### src/rtl/chain_pkg.sv
package chain_pkg;

  // Gated strobes handed from the token control to the pointer datapath.
  typedef struct packed {
    logic wrFire;
    logic rdFire;
  } chainStrobe_t;

  // Kind of token the next arrival on the expansion input grants.
  typedef enum logic {
    EXPECT_WR = 1'b0,
    EXPECT_RD = 1'b1
  } arrivalKind_e;

endpackage

### src/rtl/chain_ptr_path.sv
module chain_ptr_path
  import chain_pkg::*;
#(
  parameter int DEPTH = 16,
  localparam int AW = (DEPTH > 1) ? $clog2(DEPTH) : 1
) (
  input  logic          clk,
  input  logic          rstN,
  input  chainStrobe_t  strobe,
  output logic [AW-1:0] wrPtr,
  output logic [AW-1:0] rdPtr,
  output logic          wrAtLast,
  output logic          rdAtLast,
  output logic          isFull,
  output logic          isEmpty,
  output logic          overHalf
);

  localparam int CW = $clog2(DEPTH + 1);
  localparam logic [AW-1:0] LAST_SLOT  = AW'(DEPTH - 1);
  localparam logic [CW-1:0] FULL_COUNT = CW'(DEPTH);
  localparam logic [CW-1:0] HALF_COUNT = CW'(DEPTH / 2);

  logic [CW-1:0] fillCount;

  assign wrAtLast = (wrPtr == LAST_SLOT);
  assign rdAtLast = (rdPtr == LAST_SLOT);
  assign isFull   = (fillCount == FULL_COUNT);
  assign isEmpty  = (fillCount == '0);
  assign overHalf = (fillCount > HALF_COUNT);

  always_ff @(posedge clk) begin
    if (!rstN) begin
      wrPtr     <= '0;
      rdPtr     <= '0;
      fillCount <= '0;
    end else begin
      if (strobe.wrFire) begin
        wrPtr <= wrAtLast ? '0 : wrPtr + 1'b1;
      end
      if (strobe.rdFire) begin
        rdPtr <= rdAtLast ? '0 : rdPtr + 1'b1;
      end
      if (strobe.wrFire && !strobe.rdFire) begin
        fillCount <= fillCount + 1'b1;
      end else if (strobe.rdFire && !strobe.wrFire) begin
        fillCount <= fillCount - 1'b1;
      end
    end
  end

endmodule

### src/rtl/chain_token_ctrl.sv
module chain_token_ctrl
  import chain_pkg::*;
(
  input  logic         clk,
  input  logic         rstN,
  input  logic         expInN,
  input  logic         firstLoadN,
  input  logic         wrReq,
  input  logic         rdReq,
  input  logic         wrAtLast,
  input  logic         rdAtLast,
  input  logic         isFull,
  input  logic         isEmpty,
  output chainStrobe_t strobe,
  output logic         holdWr,
  output logic         holdRd,
  output logic         singleMode,
  output logic         passPulse
);

  logic         live;
  arrivalKind_e nextArrival;
  logic         wrPass;
  logic         rdPass;
  logic         arrival;

  always_comb begin
    strobe.wrFire = live && wrReq && holdWr && !isFull;
    strobe.rdFire = live && rdReq && holdRd && !isEmpty;
  end

  assign wrPass  = strobe.wrFire && wrAtLast;
  assign rdPass  = strobe.rdFire && rdAtLast;
  assign arrival = !singleMode && !expInN;

  always_ff @(posedge clk) begin
    if (!rstN) begin
      singleMode  <= ~expInN;
      holdWr      <= ~expInN | ~firstLoadN;
      holdRd      <= ~expInN | ~firstLoadN;
      nextArrival <= EXPECT_WR;
      passPulse   <= 1'b0;
      live        <= 1'b0;
    end else begin
      live      <= 1'b1;
      passPulse <= !singleMode && (wrPass || rdPass);
      if (!singleMode) begin
        if (wrPass) holdWr <= 1'b0;
        if (rdPass) holdRd <= 1'b0;
        if (arrival) begin
          if (nextArrival == EXPECT_WR) begin
            holdWr      <= 1'b1;
            nextArrival <= EXPECT_RD;
          end else begin
            holdRd      <= 1'b1;
            nextArrival <= EXPECT_WR;
          end
        end
      end
    end
  end

endmodule

### src/rtl/depth_chain_link.sv
module depth_chain_link
  import chain_pkg::*;
#(
  parameter int DEPTH = 16,
  localparam int AW = (DEPTH > 1) ? $clog2(DEPTH) : 1
) (
  input  logic          clk,
  input  logic          rstN,
  input  logic          wrReq,
  input  logic          rdReq,
  input  logic          expInN,
  input  logic          firstLoadN,
  output logic          wrGo,
  output logic          rdGo,
  output logic [AW-1:0] wrAddr,
  output logic [AW-1:0] rdAddr,
  output logic          ownsWr,
  output logic          ownsRd,
  output logic          expOutN
);

  chainStrobe_t strobe;
  logic         wrAtLast;
  logic         rdAtLast;
  logic         isFull;
  logic         isEmpty;
  logic         overHalf;
  logic         singleMode;
  logic         passPulse;

  chain_token_ctrl ctrl (
    .clk        (clk),
    .rstN       (rstN),
    .expInN     (expInN),
    .firstLoadN (firstLoadN),
    .wrReq      (wrReq),
    .rdReq      (rdReq),
    .wrAtLast   (wrAtLast),
    .rdAtLast   (rdAtLast),
    .isFull     (isFull),
    .isEmpty    (isEmpty),
    .strobe     (strobe),
    .holdWr     (ownsWr),
    .holdRd     (ownsRd),
    .singleMode (singleMode),
    .passPulse  (passPulse)
  );

  chain_ptr_path #(.DEPTH(DEPTH)) path (
    .clk      (clk),
    .rstN     (rstN),
    .strobe   (strobe),
    .wrPtr    (wrAddr),
    .rdPtr    (rdAddr),
    .wrAtLast (wrAtLast),
    .rdAtLast (rdAtLast),
    .isFull   (isFull),
    .isEmpty  (isEmpty),
    .overHalf (overHalf)
  );

  assign wrGo    = strobe.wrFire;
  assign rdGo    = strobe.rdFire;
  assign expOutN = singleMode ? ~overHalf : ~passPulse;

endmodule

### config.mk
export PLATFORM = sky130hd
export DESIGN_NAME = depth_chain_link
export DESIGN_NICKNAME = d
export VERILOG_FILES = /design/src/rtl/chain_pkg.sv /design/src/rtl/chain_ptr_path.sv /design/src/rtl/chain_token_ctrl.sv /design/src/rtl/depth_chain_link.sv
export SDC_FILE = /design/constraint.sdc
export NUM_CORES = 1
export LEC_CHECK = 0
export ABC_CLOCK_PERIOD_IN_PS = 4900
export BUFFER_PORTS_ARGS = -buffer_cell sky130_fd_sc_hd__buf_2
export CAP_MARGIN = 20
export CORE_MARGIN = 4
export CORE_UTILIZATION = 55
export CTS_CLUSTER_DIAMETER = 50
export DETAILED_ROUTE_END_ITERATION = 8
export PLACE_DENSITY = 0.89
export SYNTH_ARGS = -nofsm -noshare
export SYNTH_HDL_FRONTEND = slang
export SYNTH_SLANG_ARGS = --single-unit
### constraint.sdc
create_clock -name clk -period 4.9 [get_ports clk]
set_clock_uncertainty 0.2 [all_clocks]
set_input_delay 0.49 -clock clk [delete_from_list [all_inputs] [get_ports clk]]
set_output_delay 0.49 -clock clk [all_outputs]
set_load 0.05 [all_outputs]
After elaboration in Yosys (flattened, before gate mapping). Index checks and enable logic that the tools add are counted. Widths: inputs -> output; s select.

RAM bits: 0. Latch bits: 0. Word-level logic and storage cells: 63. Memories kept: 0. Bits in read-only memories: 0. Register bits after elaboration: 19. Output and inout bits: 13. Bits of input ports: 6.

Divide/modulo/power cells: 0. Reductions and logical operators: 22. Multiplexer cells: 17. Bitwise logic cells: 6. Magnitude comparators: 1. Add/sub/neg operators: 4. Equal/unequal tests: 4. Multiply operators: 0. Shift-type cells: 0.

Operators by type and width (count): $mux 1 (13); $logic_and 1x1->1 (12); $mux 5 (2); $add 4x1->4 const B (2); $eq 4x4->1 const B (2); $mux 4 (2); $logic_not 1->1 (6); $add 5x1->5 const B (1); $eq 5x5->1 const B (1); $gt 5x4->1 const B (1); $logic_not 5->1 (1); $not 1->1 (5); $sub 5x1->5 const B (1); $ne 2x2->1 const B (1); $reduce_and 2->1 (1); $reduce_bool 2->1 (1); $logic_or 1x1->1 (1); $or 1x1->1 (1).

Logic depth before layout (Yosys ltp). Gate-level depths: netlist (run 1).

Depth in word-level cells: 9. Gate-level depth with buffers: 9. Mapped depth without buffers: 9.

By module. A second synthesis (run 1) with hierarchy kept.

Cells, all modules: 109. Area total of the unflattened synthesis: 1036.0 um2.

Modules (own cells, without submodules): chain_ptr_path (sequential area each 260.2 um2, cells each 82, area an instance 735.7 um2, times used 1); chain_token_ctrl (sequential area each 150.1 um2, cells each 26, area an instance 290.3 um2, times used 1); depth_chain_link (sequential area each 0.0 um2, cells each 1, area an instance 10.0 um2, times used 1).

Worst setup path before layout (run 1). OpenSTA, ideal clock, no wires.

Path kind: register -> register. From: register ctrl.holdWr. To: register path.fillCount[3]. Path buffers: 0. Slack: 1.890 ns. Period minus slack after synthesis: 3.010 ns. Data required time: 4.578 ns. Arrival: 2.688 ns. Setup time: 0.122 ns. Cell stages (with the launch flop): 10. Cells stage by stage: edfxtp_1 nand3_1 a21oi_4 ha_1 inv_1 ha_1 a21o_2 a21oi_1 nor4_1 a311o_1.

Longest elaborated chain between the ends: 5. Elaborated cells between the ends (all ways): 7. Classes of those cells: mux: 1; reduce/logical: 6.

Ends and longest elaborated chain: start, declared (line chain_token_ctrl.sv:15) `output logic holdWr,`; start signal, assigned (line chain_token_ctrl.sv:39) `holdWr <= ~expInN | ~firstLoadN;`; $logic_and 1x1->1 (*) (2 in series) (line chain_token_ctrl.sv:28) `strobe.wrFire = live && wrReq && holdWr && !isFull;`; net wrGo (line depth_chain_link.sv:13) `output logic wrGo,`; $logic_not 1->1 (line chain_ptr_path.sv:46) `end else if (strobe.rdFire && !strobe.wrFire) begin`; $logic_and 1x1->1 (line chain_ptr_path.sv:46); $reduce_bool 2->1 (no line); end signal, assigned (line chain_ptr_path.sv:45) `fillCount <= fillCount + 1'b1;`; end signal, assigned (line chain_ptr_path.sv:47) `fillCount <= fillCount - 1'b1;`; end, declared (line chain_ptr_path.sv:24) `logic [CW-1:0] fillCount;`.

The timed path passes the listed nets; every way through them passes the cells marked *. A chain may end at the register's enable or synchronous reset.

Worst setup path after layout (run 1).
From: register path.fillCount[0]. To: register path.fillCount[3].

Longest elaborated chain between the ends: 6. Elaborated cells between the ends (all ways): 15. Classes of those cells: add/sub: 2; eq/ne: 1; mux: 2; reduce/logical: 10.

Ends and longest elaborated chain: branches (longest 6 deep; another with $sub 5x1->5).

Parallel ways; which one is timed is not known. The select of a mux whose other input is x is not followed.

==> results.json, run 1 <==
{
  "run_status": "complete, no violations",
  "critical_path.cell_chain": "nor4_4, a21o_4, ha_1, inv_1, ha_1, a21o_2, a21oi_1, nor4_1, a311o_1",
  "dr_wl_met3_um": 121,
  "cp_slowest_cell": "nor4_4",
  "ant_nets": 0,
  "hold_path_end": "ctrl.live",
  "viasPerCell": 5.74,
  "cts-root-buf": "clkbuf_4",
  "ios": 19,
  "numPortBuffers": 18,
  "yosysTopAreaCell": "dfxtp_1",
  "syn_inst": 112,
  "cp_common_cell": "ha_1",
  "synth_top_area_frac": 0.311,
  "setup_viol": 0,
  "grt_antenna_before_repair": 0,
  "synth-seq-cells": 19,
  "required_ns": 4.89,
  "synth_edf_count": 3,
  "cts.clk_slew.worst_paths_ns": 0.10,
  "critPathMaxFanout": 5,
  "post-cts-setup-buffer-count": 0,
  "slowest_delay_ns": 0.47,
  "fp.dieW_um": 51.3,
  "yosysSeqAreaShare": 0.398,
  "firstDrtPassIters": 4,
  "num_vias": 895,
  "tritoncts.num_buffers": 3,
  "async_reset_ff_frac": 0,
  "num_rows": 15,
  "p_clk_frac": 0.178,
  "cts_tree": "built",
  "rrSetupSlack_ns": 2.07,
  "synthTopCellsByArea": "dfxtp_1 (31%), edfxtp_1 (8.7%), ha_1 (7.3%)",
  "rsz0062_at_grt": "false",
  "critPathLaunchType": "flip-flop",
  "drive_gt1_frac": 0.214,
  "htreeDepth": 1,
  "timing.setup.tns_ns": 0,
  "ys_warn_count": 0,
  "synth.distinct_cells": 33,
  "holdPathStages": 1,
  "hold-worst-slack_ns": 0.281,
  "endpoint_kind": "flip-flop",
  "netSwitchingFraction": 0.384,
  "p_sw_mw": 0.167,
  "pwr_density_cell_mw_per_mm2": 373,
  "p_int_mw": 0.268,
  "top_layer": "met4",
  "arrival_ns": 2.82,
  "combPwrFrac": 0.363,
  "drc": 0,
  "reg2reg_to": "path.fillCount[3]",
  "dpl_cell_area_mm2": 0.00114,
  "slew-limit-headroom": 0.719,
  "wl_met2_um": 1020,
  "hpwlAfterDp_um": 1620,
  "antenna_cells": 0,
  "cts_buffer_depth": 2,
  "cts.sinks": 19,
  "hold_start": "rstN",
  "synth_common_cells": "dfxtp_1 (16), nand2_1 (13), nor2_1 (12), inv_1 (9), a21oi_1 (7)",
  "ir_worst_vdd_uv": 218,
  "synthMostInstantiatedCell": "dfxtp_1",
  "wire_per_inst_um": 13.5,
  "start_util": 0.591,
  "core_mm2": 0.00175,
  "drv_slew": 0,
  "clk_latency_ns": 0.29,
  "synth.avg_cell_area_um2": 9.21,
  "nNetsFinal": 145,
  "grt_first_pass_wirelength_um": 3640,
  "fin_area_mm2": 0.00117,
  "final_hold_viol_count": 0,
  "drv_cap": 0,
  "leakagePower_nw": 0.501,
  "drt_iter0_drc": 9,
  "die_y_um": 51.3,
  "worstRegToRegCells": 9,
  "synthesis.nets": 125,
  "die_area_mm2": 0.00263,
  "grt_pass1_vias": 899,
  "routed_wl_um": 2100,
  "cts.repair.resized": 0,
  "min_path_type": "in2reg",
  "post-route-min-period_ns": 2.83,
  "worstMarginPinSlew_ns": 0.419,
  "synth_ff_type": "dfxtp_1",
  "grt_usage": 0.180,
  "hold_buffers": 0,
  "overflow": 0,
  "crit_type": "reg2reg",
  "gp_congestion": 0.772,
  "fmax_ghz": 0.353,
  "wirelength_met1_um": 937,
  "pwr-share-seq": 0.458,
  "synth_area_mm2": 0.00103,
  "synthToLayoutAreaGrowth_pct": 13.2,
  "r2r_start": "path.fillCount[0]",
  "timing.final.crit_share": 0.578,
  "grt_max_degree": 17
}
stage by stage:
stage / total power [mW] / std cells / util / setup slack, ns
2_1_floorplan: 0.327 / 112 / - / 1.89
3_3_place_gp: 0.352 / 152 / 0.654 / 2.17
3_5_place_dp: 0.361 / 152 / 0.654 / 2.09
4_1_cts: 0.436 / 156 / 0.669 / 2.07
5_1_grt: 0.462 / 156 / 0.669 / 1.93
6_report: 0.435 / 156 / 0.669 / 2.07
logic make-up (layout without fill, tap and decap cells):
logic type,count (synthesis),in the layout,synth area share
AO/OA/AOI/OAI,27,27,0.195
XOR/XNOR,4,4,0.0340
adder cells (fa/ha/maj),7,7,0.0922
buffers and inverters,13,32,0.0522
flip-flops,19,19,0.398
multiplexers,3,3,0.0291
AND/OR/NAND/NOR,39,39,0.199
critical path, delay by kind of cell (launching register included):
kind / cells / cell delay (ns)
AOI/OAI and AO/OA: 4 / 0.95
and+or+nand+nor: 2 / 0.54
DFF: 1 / 0.39
buffers and inverters: 1 / 0.12
adders and majority gates: 2 / 0.53
worst max-delay path by stage:
stage,start,end,slack [ns],cells after the start
global route,path.fillCount[0],path.fillCount[3],1.93,9
CTS,path.fillCount[0],path.fillCount[3],2.07,9
detailed placement,path.fillCount[0],path.fillCount[3],2.09,9
floorplan,ctrl.holdWr,path.fillCount[3],1.89,9
global placement,path.fillCount[0],path.fillCount[3],2.17,9
finish,path.fillCount[0],path.fillCount[3],2.07,9
layer usage:
layer / up-vias / track usage
met4: 0 / 0.0655
met5: - / 0
li1: 438 / -
met3: 6 / 0.0379
met1: 419 / 0.208
met2: 32 / 0.324
area by class of cell:
cell class              count  area [um2]
repair buffers             18        90.1
clock buffers               4        26.3
multi-input cells          80         567
inverters                  10        42.5
flip-flops and latches     19         410
fillers                   160         578
well taps                  25        31.3
flip-flops by register name, indices dropped and copies added (netlist names):
register,count
ctrl.live,1
ctrl.holdRd,1
path.rdPtr,4
ctrl.passPulse,1
ctrl.singleMode,1
path.fillCount,5
ctrl.holdWr,1
ctrl.nextArrival,1
path.wrPtr,4
layout by cell type, fill, tap and decap left out:
cell type,n
clkbuf_4,3
inv_1,9
a21o_2,1
nor3b_1,2
a211oi_1,3
nand4_1,1
a21oi_4,1
nor3_1,1
nor2_1,12
nor4b_1,1
o21ai_0,2
edfxtp_1,3
xnor2_1,2
nand2b_1,1
nor4_4,1
o21a_1,3
a311o_1,3
fa_1,1
a31o_2,1
dfxtp_1,16
and4b_1,1
clkbuf_1,1
nand4_2,1
a31oi_1,4
o31ai_1,1
a21oi_1,7
a21o_4,1
nand2_1,13
buf_2,18
xor2_1,2
nor4_1,1
nand3_1,4
mux2i_1,3
ha_1,6
inv_6,1
power by group through the flow:
stage / logic, mW / registers [mW] / clock network [mW]
floorplan: 0.115 / 0.212 / 0
finish: 0.158 / 0.200 / 0.0776
CTS: 0.159 / 0.199 / 0.0777
detailed placement: 0.158 / 0.203 / 0
global route: 0.173 / 0.202 / 0.0862
global placement: 0.152 / 0.201 / 0
Note: power is estimated with default switching activity, not from simulation.
==> run 2: changes to the inputs <==
--- a/config.mk
+++ b/config.mk
@@ -5,14 +5,14 @@
 export SDC_FILE = /design/constraint.sdc
 export NUM_CORES = 1
 export LEC_CHECK = 0
-export ABC_CLOCK_PERIOD_IN_PS = 4900
+export ABC_CLOCK_PERIOD_IN_PS = 2500
 export BUFFER_PORTS_ARGS = -buffer_cell sky130_fd_sc_hd__buf_2
 export CAP_MARGIN = 20
 export CORE_MARGIN = 4
-export CORE_UTILIZATION = 55
+export CORE_UTILIZATION = 48
 export CTS_CLUSTER_DIAMETER = 50
 export DETAILED_ROUTE_END_ITERATION = 8
-export PLACE_DENSITY = 0.89
+export PLACE_DENSITY = 0.83
 export SYNTH_ARGS = -nofsm -noshare
 export SYNTH_HDL_FRONTEND = slang
 export SYNTH_SLANG_ARGS = --single-unit
==> constraint.sdc (replaced) <==
create_clock -name clk -period 2.5 [get_ports clk]
set_clock_uncertainty 0.2 [all_clocks]
set_input_delay 0.25 -clock clk [delete_from_list [all_inputs] [get_ports clk]]
set_output_delay 0.25 -clock clk [all_outputs]
set_load 0.05 [all_outputs]
==> run 2 against run 1 <==
Net effect: routed wire length increased by 8.0%; worst hold slack got worse by 0.27 ns; critical path depth up 1; critical path type unchanged; fmax up 15%; combinational power increased to 2.7 times the previous value; global-route usage fell by 1.1 points; critical endpoint unchanged.
==> results.json, run 2 (same netlist as run 1, synthesis figures left out) <==
{
  "final_cells": 166,
  "p_sw_mw": 0.366,
  "largest_register_ffs": 5,
  "setup_viol": 0,
  "pwr-share-seq": 0.396,
  "p_int_mw": 0.598,
  "grt_first_pass_wirelength_um": 3540,
  "htreeDepth": 1,
  "drive_gt1_frac": 0.345,
  "dpl_cell_area_mm2": 0.00124,
  "slew-limit-headroom": 0.740,
  "n_fill_cell": 191,
  "critPathMaxFanout": 4,
  "grt_pass1_vias": 838,
  "routed_wl_um": 2270,
  "fmax_ghz": 0.405,
  "gp_congestion": 0.825,
  "timing.final.ws_setup_ns": 0.0319,
  "rsz0062_at_grt": "true",
  "overflow": 0,
  "reg2reg_to": "path.fillCount[3]",
  "tritoncts.num_buffers": 3,
  "critPathCapture": "path.fillCount[3]",
  "post-place-cells": 161,
  "ir_worst_vdd_uv": 617,
  "leakagePower_nw": 0.549,
  "hold_buffers": 0,
  "viasPerCell": 5.46,
  "cts-root-buf": "clkbuf_4",
  "timing.final.crit_share": 0.987,
  "drt_iter0_drc": 22,
  "wire_per_inst_um": 13.7,
  "numPortBuffers": 18,
  "timing.setup.tns_ns": 0,
  "post-route-min-period_ns": 2.47,
  "clk_latency_ns": 0.31,
  "synthToLayoutAreaGrowth_pct": 25.1,
  "fin_area_mm2": 0.00129,
  "grt_usage": 0.169,
  "combPwrFrac": 0.438,
  "final_common_cell": "buf_2",
  "worstMarginPinSlew_ns": 0.390,
  "crit_type": "reg2reg",
  "grt_max_degree": 17,
  "nNetsFinal": 153,
  "cts_buffer_depth": 2,
  "rrSetupSlack_ns": 0.03,
  "final_core_util": 0.644,
  "drv_slew": 0,
  "max_flop_register": "path.fillCount",
  "antenna_cells": 0,
  "p_clk_frac": 0.166,
  "required_ns": 2.49,
  "pwr_density_cell_mw_per_mm2": 747,
  "fp.dieW_um": 54.3,
  "min_path_type": "in2reg",
  "endpoint_kind": "flip-flop",
  "hpwlAfterDp_um": 1710,
  "cts.clk_slew.worst_paths_ns": 0.12,
  "dp_worst_setup_slack_ns": 0.00626,
  "drc": 0,
  "start_util": 0.515,
  "critPathLaunchType": "flip-flop",
  "r2r_start": "path.fillCount[2]",
  "crit_start": "path.fillCount[2]",
  "core_mm2": 0.00200,
  "cts.sinks": 19,
  "num_vias": 907,
  "drv_cap": 0,
  "run_status": "complete, no violations",
  "ios": 19,
  "worstRegToRegCells": 10,
  "final_hold_viol_count": 0,
  "cts_tree": "built",
  "num_rows": 16,
  "netSwitchingFraction": 0.380,
  "firstDrtPassIters": 4,
  "die_y_um": 54.3,
  "arrival_ns": 2.46,
  "die_area_mm2": 0.00295,
  "ant_nets": 0,
  "grt_antenna_before_repair": 0,
  "layout_common_cells": "buf_2 (18), nand2_1 (13), dfxtp_1 (13), nor2_1 (12)",
  "reg_top3": "path.fillCount (5), path.rdPtr (4), path.wrPtr (4)"
}
run 2: cell type report:
type | count | area [um2] | share of cell area
clock buffers | 3 | 22.5 | 0.0175
inverters | 10 | 45.0 | 0.0349
multi-input cells | 80 | 619 | 0.480
clock inverters | 1 | 5.00 | 0.00388
flip-flops and latches | 19 | 414 | 0.321
repair buffers | 26 | 150 | 0.116
well taps | 27 | 33.8 | 0.0262
run 2: worst min path at each step:
stage	start	depth (start not counted)	slack (ns)	endpoint
CTS	rstN	1	0.01	ctrl.live
floorplan	rstN	0	0.08	ctrl.live
global placement	path.rdPtr[1]	2	0.28	path.rdPtr[1]
global route	rstN	1	0.02	ctrl.live
detailed placement	path.rdPtr[1]	2	0.30	path.rdPtr[1]
finish	rstN	1	0.01	ctrl.live
run 2: stage by stage:
| stage | power (mW) | hold WS, ns |
|---|---|---|
| after floorplan | 0.665 | 0.0777 |
| after global routing | 1.02 | 0.0226 |
| after global placement | 0.769 | 0.277 |
| after detailed placement | 0.779 | 0.295 |
| final | 0.964 | 0.0127 |
| after CTS | 0.939 | 0.0130 |
run 2: what timing repair did:
item | 4_1_cts | 5_1_grt
gates resized for setup | 0 | 5
endpoints found under the setup margin | 0 | 2
buffers inserted | 0 | 1
hold endpoints to repair | 0 | 0
run 2: critical path, stage by stage, from the launching register on:
cell and delay (ns):
dfxtp_2 0.35, nor4_4 0.36, buf_4 0.19, a21o_4 0.13, ha_4 0.17, inv_4 0.06, ha_4 0.25, a21o_2 0.11
a21oi_2 0.05, and4b_1 0.17, a311o_1 0.32
run 2: routing by layer:
metal / GRT usage / vias to the layer above / routed length (um)
met4: 0.0747 / 0 / 46
met5: 0 / - / 0
met1: 0.202 / 420 / 992
li1: - / 452 / -
met3: 0.0327 / 4 / 142
met2: 0.291 / 31 / 1090
run 2: power groups by stage:
stage	sequential, mW	combinational, mW	clock, mW
after floorplan	0.419	0.245	0
after global placement	0.384	0.386	0
after detailed placement	0.385	0.394	0
after CTS	0.379	0.399	0.161
after global routing	0.385	0.458	0.172
final	0.382	0.422	0.160
